--- src/rtl/audio_ser_tx_pkg.sv ---
`timescale 1ns/1ps
package audio_ser_tx_pkg;

  // Widest sample the bit picker accepts.
  localparam int MAX_WORD_W = 64;

  // Bit sent in a given slot of a half-frame. The word is MSB-first and
  // keep_w bits long; slots past keep_w (or past the sample) give 0.
  function automatic logic pick_bit(input logic [MAX_WORD_W-1:0] word,
                                    input int word_w,
                                    input int slot,
                                    input int keep_w);
    logic [MAX_WORD_W-1:0] shifted;
    if (slot >= keep_w || slot >= word_w) return 1'b0;
    shifted = word >> (word_w - 1 - slot);
    return shifted[0];
  endfunction

endpackage

--- src/rtl/audio_ser_tx_edge.sv ---
`timescale 1ns/1ps
module audio_ser_tx_edge #(
  parameter int STAGES = 2
) (
  input  logic clk,
  input  logic rst_n,
  input  logic bclk_i,
  input  logic frame_i,
  output logic fall_o,
  output logic frame_o
);
  // Stage 0..STAGES-1 synchronize; the top stage holds the previous level.
  logic [STAGES:0] bpipe;
  logic [STAGES:0] fpipe;

  always_ff @(posedge clk or negedge rst_n) begin
    if (!rst_n) begin
      bpipe <= '0;
      fpipe <= '0;
    end else begin
      bpipe <= {bpipe[STAGES-1:0], bclk_i};
      fpipe <= {fpipe[STAGES-1:0], frame_i};
    end
  end

  assign fall_o  = bpipe[STAGES] & ~bpipe[STAGES-1];
  assign frame_o = fpipe[STAGES-1];
endmodule

--- src/rtl/audio_ser_tx_framer.sv ---
`timescale 1ns/1ps
module audio_ser_tx_framer #(
  parameter int CNT_W        = 9,
  parameter int SLOT_W       = 6,
  parameter int NARROW_FRAME = 32
) (
  input  logic              clk,
  input  logic              rst_n,
  input  logic              pwr_down_i,
  input  logic              fall_i,
  input  logic              frame_lvl_i,
  input  logic              fmt_i2s_i,
  output logic              half_start_o,
  output logic              frame_start_o,
  output logic              left_side_o,
  output logic [SLOT_W-1:0] slot_o,
  output logic              narrow_o,
  output logic              seen_o
);
  localparam logic [CNT_W-1:0]  CNT_MAX    = {CNT_W{1'b1}};
  localparam logic [SLOT_W-1:0] SLOT_MAX   = {SLOT_W{1'b1}};
  localparam logic [CNT_W-1:0]  NARROW_CNT = CNT_W'(NARROW_FRAME);

  logic              lvl_valid_q, lvl_prev_q;
  logic [CNT_W-1:0]  cnt_q;
  logic [SLOT_W-1:0] slot_q;
  logic              narrow_q, seen_q;

  // A half-frame begins when the frame level differs from the one seen at
  // the previous bit-clock fall; the left half depends on the format.
  assign left_side_o   = frame_lvl_i ^ fmt_i2s_i;
  assign half_start_o  = fall_i & lvl_valid_q & (frame_lvl_i != lvl_prev_q);
  assign frame_start_o = half_start_o & left_side_o;

  always_comb begin
    if (half_start_o)          slot_o = '0;
    else if (slot_q == SLOT_MAX) slot_o = slot_q;
    else                       slot_o = slot_q + 1'b1;
  end

  assign narrow_o = frame_start_o ? (seen_q && cnt_q == NARROW_CNT) : narrow_q;
  assign seen_o   = seen_q | frame_start_o;

  always_ff @(posedge clk or negedge rst_n) begin
    if (!rst_n) begin
      lvl_valid_q <= 1'b0;
      lvl_prev_q  <= 1'b0;
      cnt_q       <= '0;
      slot_q      <= '0;
      narrow_q    <= 1'b0;
      seen_q      <= 1'b0;
    end else if (pwr_down_i) begin
      lvl_valid_q <= 1'b0;
      lvl_prev_q  <= 1'b0;
      cnt_q       <= '0;
      slot_q      <= '0;
      narrow_q    <= 1'b0;
      seen_q      <= 1'b0;
    end else if (fall_i) begin
      lvl_valid_q <= 1'b1;
      lvl_prev_q  <= frame_lvl_i;
      slot_q      <= slot_o;
      narrow_q    <= narrow_o;
      seen_q      <= seen_o;
      if (frame_start_o)         cnt_q <= CNT_W'(1);
      else if (cnt_q != CNT_MAX) cnt_q <= cnt_q + 1'b1;
    end
  end
endmodule

--- src/rtl/audio_ser_tx_shifter.sv ---
`timescale 1ns/1ps
module audio_ser_tx_shifter
  import audio_ser_tx_pkg::*;
#(
  parameter int SAMPLE_W = 24,
  parameter int NARROW_W = 16,
  parameter int SLOT_W   = 6
) (
  input  logic                clk,
  input  logic                rst_n,
  input  logic                pwr_down_i,
  input  logic                fmt_i2s_i,
  input  logic                load_i,
  input  logic [SAMPLE_W-1:0] left_i,
  input  logic [SAMPLE_W-1:0] right_i,
  input  logic                fall_i,
  input  logic                frame_start_i,
  input  logic                left_side_i,
  input  logic [SLOT_W-1:0]   slot_i,
  input  logic                narrow_i,
  input  logic                seen_i,
  output logic [SAMPLE_W-1:0] act_left_o,
  output logic [SAMPLE_W-1:0] act_right_o,
  output logic                sdata_o
);
  logic [SAMPLE_W-1:0] pend_l, pend_r, src_l, src_r, cur_word;
  logic                lj_bit, delay_q, sdata_q;

  // The pending pair reaches the line directly in the frame-start slot.
  assign src_l    = frame_start_i ? pend_l : act_left_o;
  assign src_r    = frame_start_i ? pend_r : act_right_o;
  assign cur_word = left_side_i ? src_l : src_r;
  assign lj_bit   = seen_i ? pick_bit(MAX_WORD_W'(cur_word), SAMPLE_W, int'(slot_i),
                                      narrow_i ? NARROW_W : SAMPLE_W)
                           : 1'b0;

  always_ff @(posedge clk or negedge rst_n) begin
    if (!rst_n) begin
      pend_l      <= '0;
      pend_r      <= '0;
      act_left_o  <= '0;
      act_right_o <= '0;
    end else begin
      if (load_i) begin
        pend_l <= left_i;
        pend_r <= right_i;
      end
      if (frame_start_i) begin
        act_left_o  <= pend_l;
        act_right_o <= pend_r;
      end
    end
  end

  always_ff @(posedge clk or negedge rst_n) begin
    if (!rst_n) begin
      delay_q <= 1'b0;
      sdata_q <= 1'b0;
    end else if (pwr_down_i) begin
      delay_q <= 1'b0;
      sdata_q <= 1'b0;
    end else if (fall_i) begin
      delay_q <= lj_bit;
      sdata_q <= fmt_i2s_i ? delay_q : lj_bit;
    end
  end

  assign sdata_o = sdata_q;
endmodule

--- src/rtl/audio_ser_tx.sv ---
`timescale 1ns/1ps
module audio_ser_tx #(
  parameter int SAMPLE_W     = 24,
  parameter int NARROW_W     = 16,
  parameter int NARROW_FRAME = 32,
  parameter int SYNC_STAGES  = 2,
  parameter int CNT_W        = 9
) (
  input  logic                clk,
  input  logic                rst_n,
  input  logic                bclk_i,
  input  logic                frame_i,
  input  logic                fmt_i2s_i,
  input  logic                pwr_down_i,
  input  logic                load_i,
  input  logic [SAMPLE_W-1:0] left_i,
  input  logic [SAMPLE_W-1:0] right_i,
  output logic                sdata_o
);
  localparam int SLOT_W = $clog2(SAMPLE_W) + 1;

  logic              fall_evt, frame_lvl;
  logic              half_start, frame_start, left_side, narrow_now, seen_now;
  logic [SLOT_W-1:0] slot_now;
  logic [SAMPLE_W-1:0] act_left, act_right;

  audio_ser_tx_edge #(.STAGES(SYNC_STAGES)) u_edge (
    .clk(clk), .rst_n(rst_n), .bclk_i(bclk_i), .frame_i(frame_i),
    .fall_o(fall_evt), .frame_o(frame_lvl)
  );

  audio_ser_tx_framer #(.CNT_W(CNT_W), .SLOT_W(SLOT_W), .NARROW_FRAME(NARROW_FRAME)) u_framer (
    .clk(clk), .rst_n(rst_n), .pwr_down_i(pwr_down_i), .fall_i(fall_evt),
    .frame_lvl_i(frame_lvl), .fmt_i2s_i(fmt_i2s_i),
    .half_start_o(half_start), .frame_start_o(frame_start), .left_side_o(left_side),
    .slot_o(slot_now), .narrow_o(narrow_now), .seen_o(seen_now)
  );

  audio_ser_tx_shifter #(.SAMPLE_W(SAMPLE_W), .NARROW_W(NARROW_W), .SLOT_W(SLOT_W)) u_shift (
    .clk(clk), .rst_n(rst_n), .pwr_down_i(pwr_down_i), .fmt_i2s_i(fmt_i2s_i),
    .load_i(load_i), .left_i(left_i), .right_i(right_i), .fall_i(fall_evt),
    .frame_start_i(frame_start), .left_side_i(left_side), .slot_i(slot_now),
    .narrow_i(narrow_now), .seen_i(seen_now),
    .act_left_o(act_left), .act_right_o(act_right), .sdata_o(sdata_o)
  );
endmodule

--- config.mk ---
export PLATFORM = sky130hd
export DESIGN_NAME = audio_ser_tx
export DESIGN_NICKNAME = d
export VERILOG_FILES = /design/src/rtl/audio_ser_tx_pkg.sv /design/src/rtl/audio_ser_tx_edge.sv /design/src/rtl/audio_ser_tx_framer.sv /design/src/rtl/audio_ser_tx_shifter.sv /design/src/rtl/audio_ser_tx.sv
export SDC_FILE = /design/constraint.sdc
export NUM_CORES = 1
export LEC_CHECK = 0
export BUFFER_PORTS_ARGS = -buffer_cell sky130_fd_sc_hd__buf_2
export CAP_MARGIN = 5
export CORE_MARGIN = 10
export CORE_UTILIZATION = 50
export CTS_CLUSTER_SIZE = 24
export DETAILED_ROUTE_END_ITERATION = 16
export PLACE_DENSITY = 0.69
export SYNTH_ARGS = -nofsm -noshare
export SYNTH_HDL_FRONTEND = slang
export SYNTH_SLANG_ARGS = --single-unit
--- constraint.sdc ---
create_clock -name clk -period 7.1 [get_ports clk]
set_clock_uncertainty 0.05 [all_clocks]
set_input_delay 1.065 -clock clk [delete_from_list [all_inputs] [get_ports clk]]
set_output_delay 1.065 -clock clk [all_outputs]
set_load 0.1 [all_outputs]
Word level (Yosys, flattened, before mapping)
Index checks and enable logic that the tools add are counted.
- register bits after elaboration: 122
- output and inout bits: 1
- logic and storage cells: 66
- add/sub/neg operators: 3
- magnitude comparators: 2
- eq/ne operators: 4
- shift operators: 1
- muxes and demuxes: 30
- bitwise operators: 7
- reductions and logical operators: 5
- operators by type and width (operator ; number):
    $mux W24 ; 3
    $mux W9 ; 4
    $ge A7 B32 Y1 ; 1
    $shr A24 B32 Y1 ; 1
    $mux W6 ; 4
    $mux W1 ; 18
    $add A9 B1 Y9 const B ; 1
    $eq A9 B6 Y1 const B ; 1
    $ne A9 B9 Y1 const B ; 1
    $sub A5 B6 Y7 const A ; 1
    $add A6 B1 Y6 const B ; 1
    $eq A6 B6 Y1 const B ; 1
    $ge A6 B5 Y1 const B ; 1
    $and A1 B1 Y1 ; 4
    $mux W4 ; 1
    $reduce_bool A3 Y1 ; 1
    $reduce_and A2 Y1 ; 1
    $reduce_bool A2 Y1 ; 1
    $logic_and A1 B1 Y1 ; 1
    $logic_or A1 B1 Y1 ; 1
    $ne A1 B1 Y1 ; 1
    $not A1 Y1 ; 1
    $or A1 B1 Y1 ; 1
    $xor A1 B1 Y1 ; 1

Depth between registers and ports, before layout
- depth after elaboration: 15
- mapped depth: 13
- depth with buffers taken out: 12

Hierarchy
Synthesis repeated with hierarchy kept, for this count alone.
- cells, all modules: 416
- area, all modules: 5828.1 µm²
- modules (own cells, without submodules) (module ; instances ; cells an instance ; area an instance (µm²)):
    audio_ser_tx_shifter ; 1 ; 288 ; 4545.6
    audio_ser_tx_framer ; 1 ; 122 ; 1143.6
    audio_ser_tx_edge ; 1 ; 6 ; 138.9

Worst setup path before layout
OpenSTA, ideal clock, no wires.
- kind: input port to flip-flop
- start point: input fmt_i2s_i
- end point: register u_shift.sdata_q, in the netlist u_shift.sdata_o
- data arrival time: 3149 ps
- data required time: 6949 ps
- slack: 3800 ps
- stages on the path: 12
- buffers on the path: 2
- path through: a21o_1 nand3_1 clkbuf_1 buf_1 nor2_1 a21oi_1 ha_1 nand2_1 o211ai_1 a221oi_1 o21ai_1 o32ai_1
- longest elaborated chain between the ends: 12
- elaborated cells between the ends (all ways): 17
- RTL lines (element ; line ; source):
    start, declared ; audio_ser_tx.sv:13 ; input logic fmt_i2s_i,
    $xor A1 B1 Y1 ; audio_ser_tx_framer.sv:31 ; assign left_side_o = frame_lvl_i ^ fmt_i2s_i;
    $and A1 B1 Y1 ; audio_ser_tx_framer.sv:33 ; assign frame_start_o = half_start_o & left_side_o;
    $mux W1 ; audio_ser_tx_framer.sv:41 ; assign narrow_o = frame_start_o ? (seen_q && cnt_q == NARROW_CNT) : narrow_q;
    $mux W4 ; audio_ser_tx_shifter.sv:34 ; narrow_i ? NARROW_W : SAMPLE_W)
    $ge A7 B32 Y1 ; audio_ser_tx_pkg.sv:14 ; if (slot >= keep_w || slot >= word_w) return 1'b0;
    $logic_or A1 B1 Y1 ; audio_ser_tx_pkg.sv:14 ;
    $mux W1 ; audio_ser_tx_pkg.sv:14 ;
    $mux W1 ; audio_ser_tx_pkg.sv:15 ; shifted = word >> (word_w - 1 - slot);
    $mux W1 ; audio_ser_tx_shifter.sv:33 ; assign lj_bit = seen_i ? pick_bit(MAX_WORD_W'(cur_word), SAMPLE_W, int'(slot_i),
    $mux W1 * ; audio_ser_tx_shifter.sv:64 ; sdata_q <= fmt_i2s_i ? delay_q : lj_bit;
    $mux W1 * ; audio_ser_tx_shifter.sv:62 ; end else if (fall_i) begin
    $mux W1 * ; audio_ser_tx_shifter.sv:59 ; end else if (pwr_down_i) begin
    end signal, assigned ; audio_ser_tx_shifter.sv:64 ;
    end, declared ; audio_ser_tx_shifter.sv:27 ; logic lj_bit, delay_q, sdata_q;
Mark *: on every way between the ends. The rest lies on a longest branch, timed or not. The select of a mux whose other input is x is not followed.
A chain may end at the register's enable or synchronous reset.

Worst setup path after layout
- start point: input fmt_i2s_i
- end point: register u_shift.sdata_q, in the netlist u_shift.sdata_o
- elaborated cells between the ends (all ways): 17
- RTL lines (element ; line ; source):
    $xor A1 B1 Y1 ; audio_ser_tx_framer.sv:31 ;
    $and A1 B1 Y1 ; audio_ser_tx_framer.sv:33 ;
    $mux W24 ; -- ;
    via u_shift.src_l[4] ; audio_ser_tx_shifter.sv:26 ; logic [SAMPLE_W-1:0] pend_l, pend_r, src_l, src_r, cur_word;
    $mux W24 ; audio_ser_tx_shifter.sv:32 ; assign cur_word = left_side_i ? src_l : src_r;
    $shr A24 B32 Y1 ; audio_ser_tx_pkg.sv:15 ;
    $mux W1 ; audio_ser_tx_pkg.sv:15 ;
    $mux W1 ; audio_ser_tx_shifter.sv:33 ;
    $mux W1 ; audio_ser_tx_shifter.sv:64 ;
    $mux W1 ; audio_ser_tx_shifter.sv:62 ;
    $mux W1 ; audio_ser_tx_shifter.sv:59 ;
The timed path passes the listed nets, and every way through them passes these cells. The select of a mux whose other input is x is not followed.

==> key figures <==
Global routing
  • Largest net degree at the start of global routing: 77
  • GRT overflow: 0
  • Initial antenna violation count: 0
  • GRT Overall Usage: 15.8%
  • Vias in the first global route: 4102
  • First-pass GRT wire length: 20400 um

Placement
  • DP Worst Slack: 2.89 ns
  • Placed cell count: 706
  • Port bufs: 55
  • GP Congestion: 0.881
  • DPL Wire Length: 8280 um

Floorplanning
  • Die area: 0.0158 sq mm
  • Initial Util: 51.2%
  • Std cell rows: 38
  • Height of the chip: 126 um
  • Die Wd: 126 um
  • CORE AREA: 0.0109 sq mm
  • # IOs: 56

Clock tree
  • Cts bufs inserted: 17
  • Register clock-pin slew on the reported worst setup and hold paths: 0.06 ns
  • # clock sinks: 122
  • Worst-skew pair later-pin latency: 0.52 ns
  • CTS tree: done
  • Bufs on Longest Clock Path: 2
  • H-Tree Level Count: 4
  • Post-CTS Resized: 0
  • Post-CTS setup buffers: 0
  • Cts hold-fix bufs: 0
  • CTS root buffer: clkbuf_8

Critical path
  • Req. time, crit path: 7.44 ns
  • Cells along the critical path: buf_2, o21ai_1, and3_2, mux2_4, mux4_2, and2_0, o221a_1, o21ai_1, o32ai_1
  • CP bufs+invs: 1
  • Crit end category: flip-flop
  • Crit Path Max Fanout: 52
  • Most frequent cell on the critical path: o21ai_1
  • CP Class: in -> reg
  • Cell family with most CP delay: simple AND/OR/NAND/NOR gates
  • Slowest-stage cell, CP: and3_2
  • Max incr delay on CP: 0.96 ns
  • Setup crit start kind: input port
  • CP arrival: 4.01 ns

Detailed routing
  • DRC errors left: 0
  • Drt first pass iters: 5
  • Iteration-0 DRC Markers: 299
  • Drt via density: 5.58
  • Total number of vias: 4110
  • WL/cell: 16.7 um
  • Antenna violation net count after detailed routing: 0
  • Detailed Route WL: 12300 um

Final layout
  • Commonest non-fill, non-tap cell in the layout: nand2_1
  • Antenna cells: 0
  • Area occupied by multi-input gates: 0.00236 sq mm
  • Layout Area Growth over Synthesis: 16.6%
  • Register Area: 0.00305 sq mm
  • Commonest non-fill, non-tap cells in the layout: nand2_1, dfrtp_1, buf_2
  • FILL cells: 909
  • Layout Cells excl Fill: 737
  • Nets@finish: 646
  • Share of layout cells above drive strength 1: 25.3%

Power and ir drop
  • Cell Pwr Density: 298 mW/mm^2
  • Leakage power: 0.00307 uW
  • Pwr Total: 1940 uW
  • Worst VDD drop: 204 uV

Synth
  • Synth Flop Type: dfrtp_1
  • Avg Cell Area, Syn: 10.4 sq um
  • Syn. warnings: 0
  • Synth Register Bits: 122
  • Gate Count Post-Synth: 538
  • Post-synth EDFFs: 0
  • Syn_nets: 599
  • Sequential share of the synthesized area: 54.7%
  • Async S/R FF share, synth: 100%
  • Post-synthesis cell area: 0.00558 sq mm
  • Yosys cell types: 55

STA
  • Slew Viols, Final: 0
  • Setup ws final: 3.43 ns
  • FMAX: 273 MHz
  • Period utilization: 51.7%
  • Crit path time final: 3.67 ns
  • Final setup violation count: 0
  • Final Hold Vio Count: 0
  • Setup TNS: 0 ns
  • Unrepaired setup endpoints after global routing: false
  • Worst slew margin: 21.4%
  • Worst-Margin Slew: 1.17 ns

Job
  • Max_cap viols: 0

Outcome
  • Status: completed

Hold path
  • Hold crit path type: reg -> reg
metal layers:
metal  part of all wire [%]  GRT usage [%]  up-vias
li1                       -              -     1951
met1                     46           20.2     2020
met2                     46           24.0      122
met3                    5.4           5.24       17
met4                    1.6           7.05        0
met5                      0              0        -
flip-flops by register name, indices dropped and copies added, names as in the netlist:
name,cells
u_shift.act_right_o,24
u_shift.pend_l,24
u_framer.seen_q,1
u_shift.sdata_o,1
u_edge.bpipe,3
u_shift.pend_r,24
u_edge.fpipe,2
u_framer.narrow_q,1
u_framer.lvl_prev_q,1
u_shift.delay_q,1
u_shift.act_left_o,24
u_framer.lvl_valid_q,1
u_framer.slot_q,6
u_framer.cnt_q,9
cells in the mapped netlist, types with 3 or more instances:
cell type / instances / share of area, %
nand2b_1: 7 / 0.78
xnor2_1: 3 / 0.47
mux2_2: 52 / 10
o21ai_1: 6 / 0.54
buf_1: 3 / 0.20
mux2i_1: 8 / 1.4
a21oi_1: 17 / 1.5
a311oi_1: 4 / 0.63
nand3_1: 3 / 0.27
ha_1: 6 / 1.3
and3_1: 10 / 1.1
a211oi_1: 6 / 0.81
a221oi_1: 3 / 0.47
mux2_1: 3 / 0.61
dfrtp_1: 122 / 55
nor4_1: 3 / 0.34
inv_1: 9 / 0.61
a31oi_1: 11 / 1.2
nand2_1: 137 / 9.2
o21ai_0: 23 / 2.1
nor2_1: 33 / 2.2
nor3_1: 5 / 0.45
clkbuf_1: 19 / 1.3
buf_6: 4 / 0.81
a21o_1: 3 / 0.40
worst reg2reg max path, delay by kind of cell (launching register included):
family	cells	cell delay, ns
DFF	1	0.40
AOI/OAI and AO/OA	3	0.49
muxes	2	0.86
and+or+nand+nor	3	1.48
per-stage QoR:
stage               utilization (%)  hold WS (ns)  cell area (sq um)
floorplan                         -         0.281               5580
global placement               54.3         0.286               5920
detailed placement             54.3         0.287               5920
CTS                            59.7         0.302               6500
global route                   59.7         0.312               6500
finish                         59.7         0.302               6500
final timing paths:
check                                 from                end  slack, ns  cells past startpoint
max                              fmt_i2s_i    u_shift.sdata_o       3.43                      9
max reg2reg                u_edge.bpipe[1]    u_shift.sdata_o       3.70                      8
min                        u_edge.bpipe[0]    u_edge.bpipe[1]       0.30                      0
min reg2reg                u_edge.bpipe[0]    u_edge.bpipe[1]       0.30                      0
min in group asynchronous            rst_n  u_shift.pend_l[8]       0.51                      1
max in group asynchronous            rst_n  u_shift.pend_r[5]       5.15                      2
power by group:
group / total (uW) / switching, uW / leakage [uW] / internal, uW
Combinational: 227 / 124 / 0.00126 / 104
Sequential: 850 / 52.9 / 0.00153 / 797
Clock: 858 / 307 / 0.000291 / 551
final cells by class:
type | instances | share of cell area (%)
inverter | 9 | 0.519
tap | 140 | 2.69
sequential | 122 | 46.9
multi-input combinational | 378 | 36.3
clock buffer | 20 | 6.85
timing repair buffer | 57 | 4.50
clock inverter | 11 | 2.21
kinds of logic (layout without fill, tap and decap cells):
group                      after synthesis  count (layout)  share of synthesized area, %
AOI/OAI and AO/OA                       85              85                          9.53
muxes                                   66              66                          13.5
and+or+nand+nor                        217             217                          17.1
buffers and inverters                   38              97                          3.21
xor gates and xnor gates                 4               4                         0.628
DFF                                    122             122                          54.7
adders and majority gates                6               6                          1.35
Note: power is estimated with default switching activity, not from simulation.
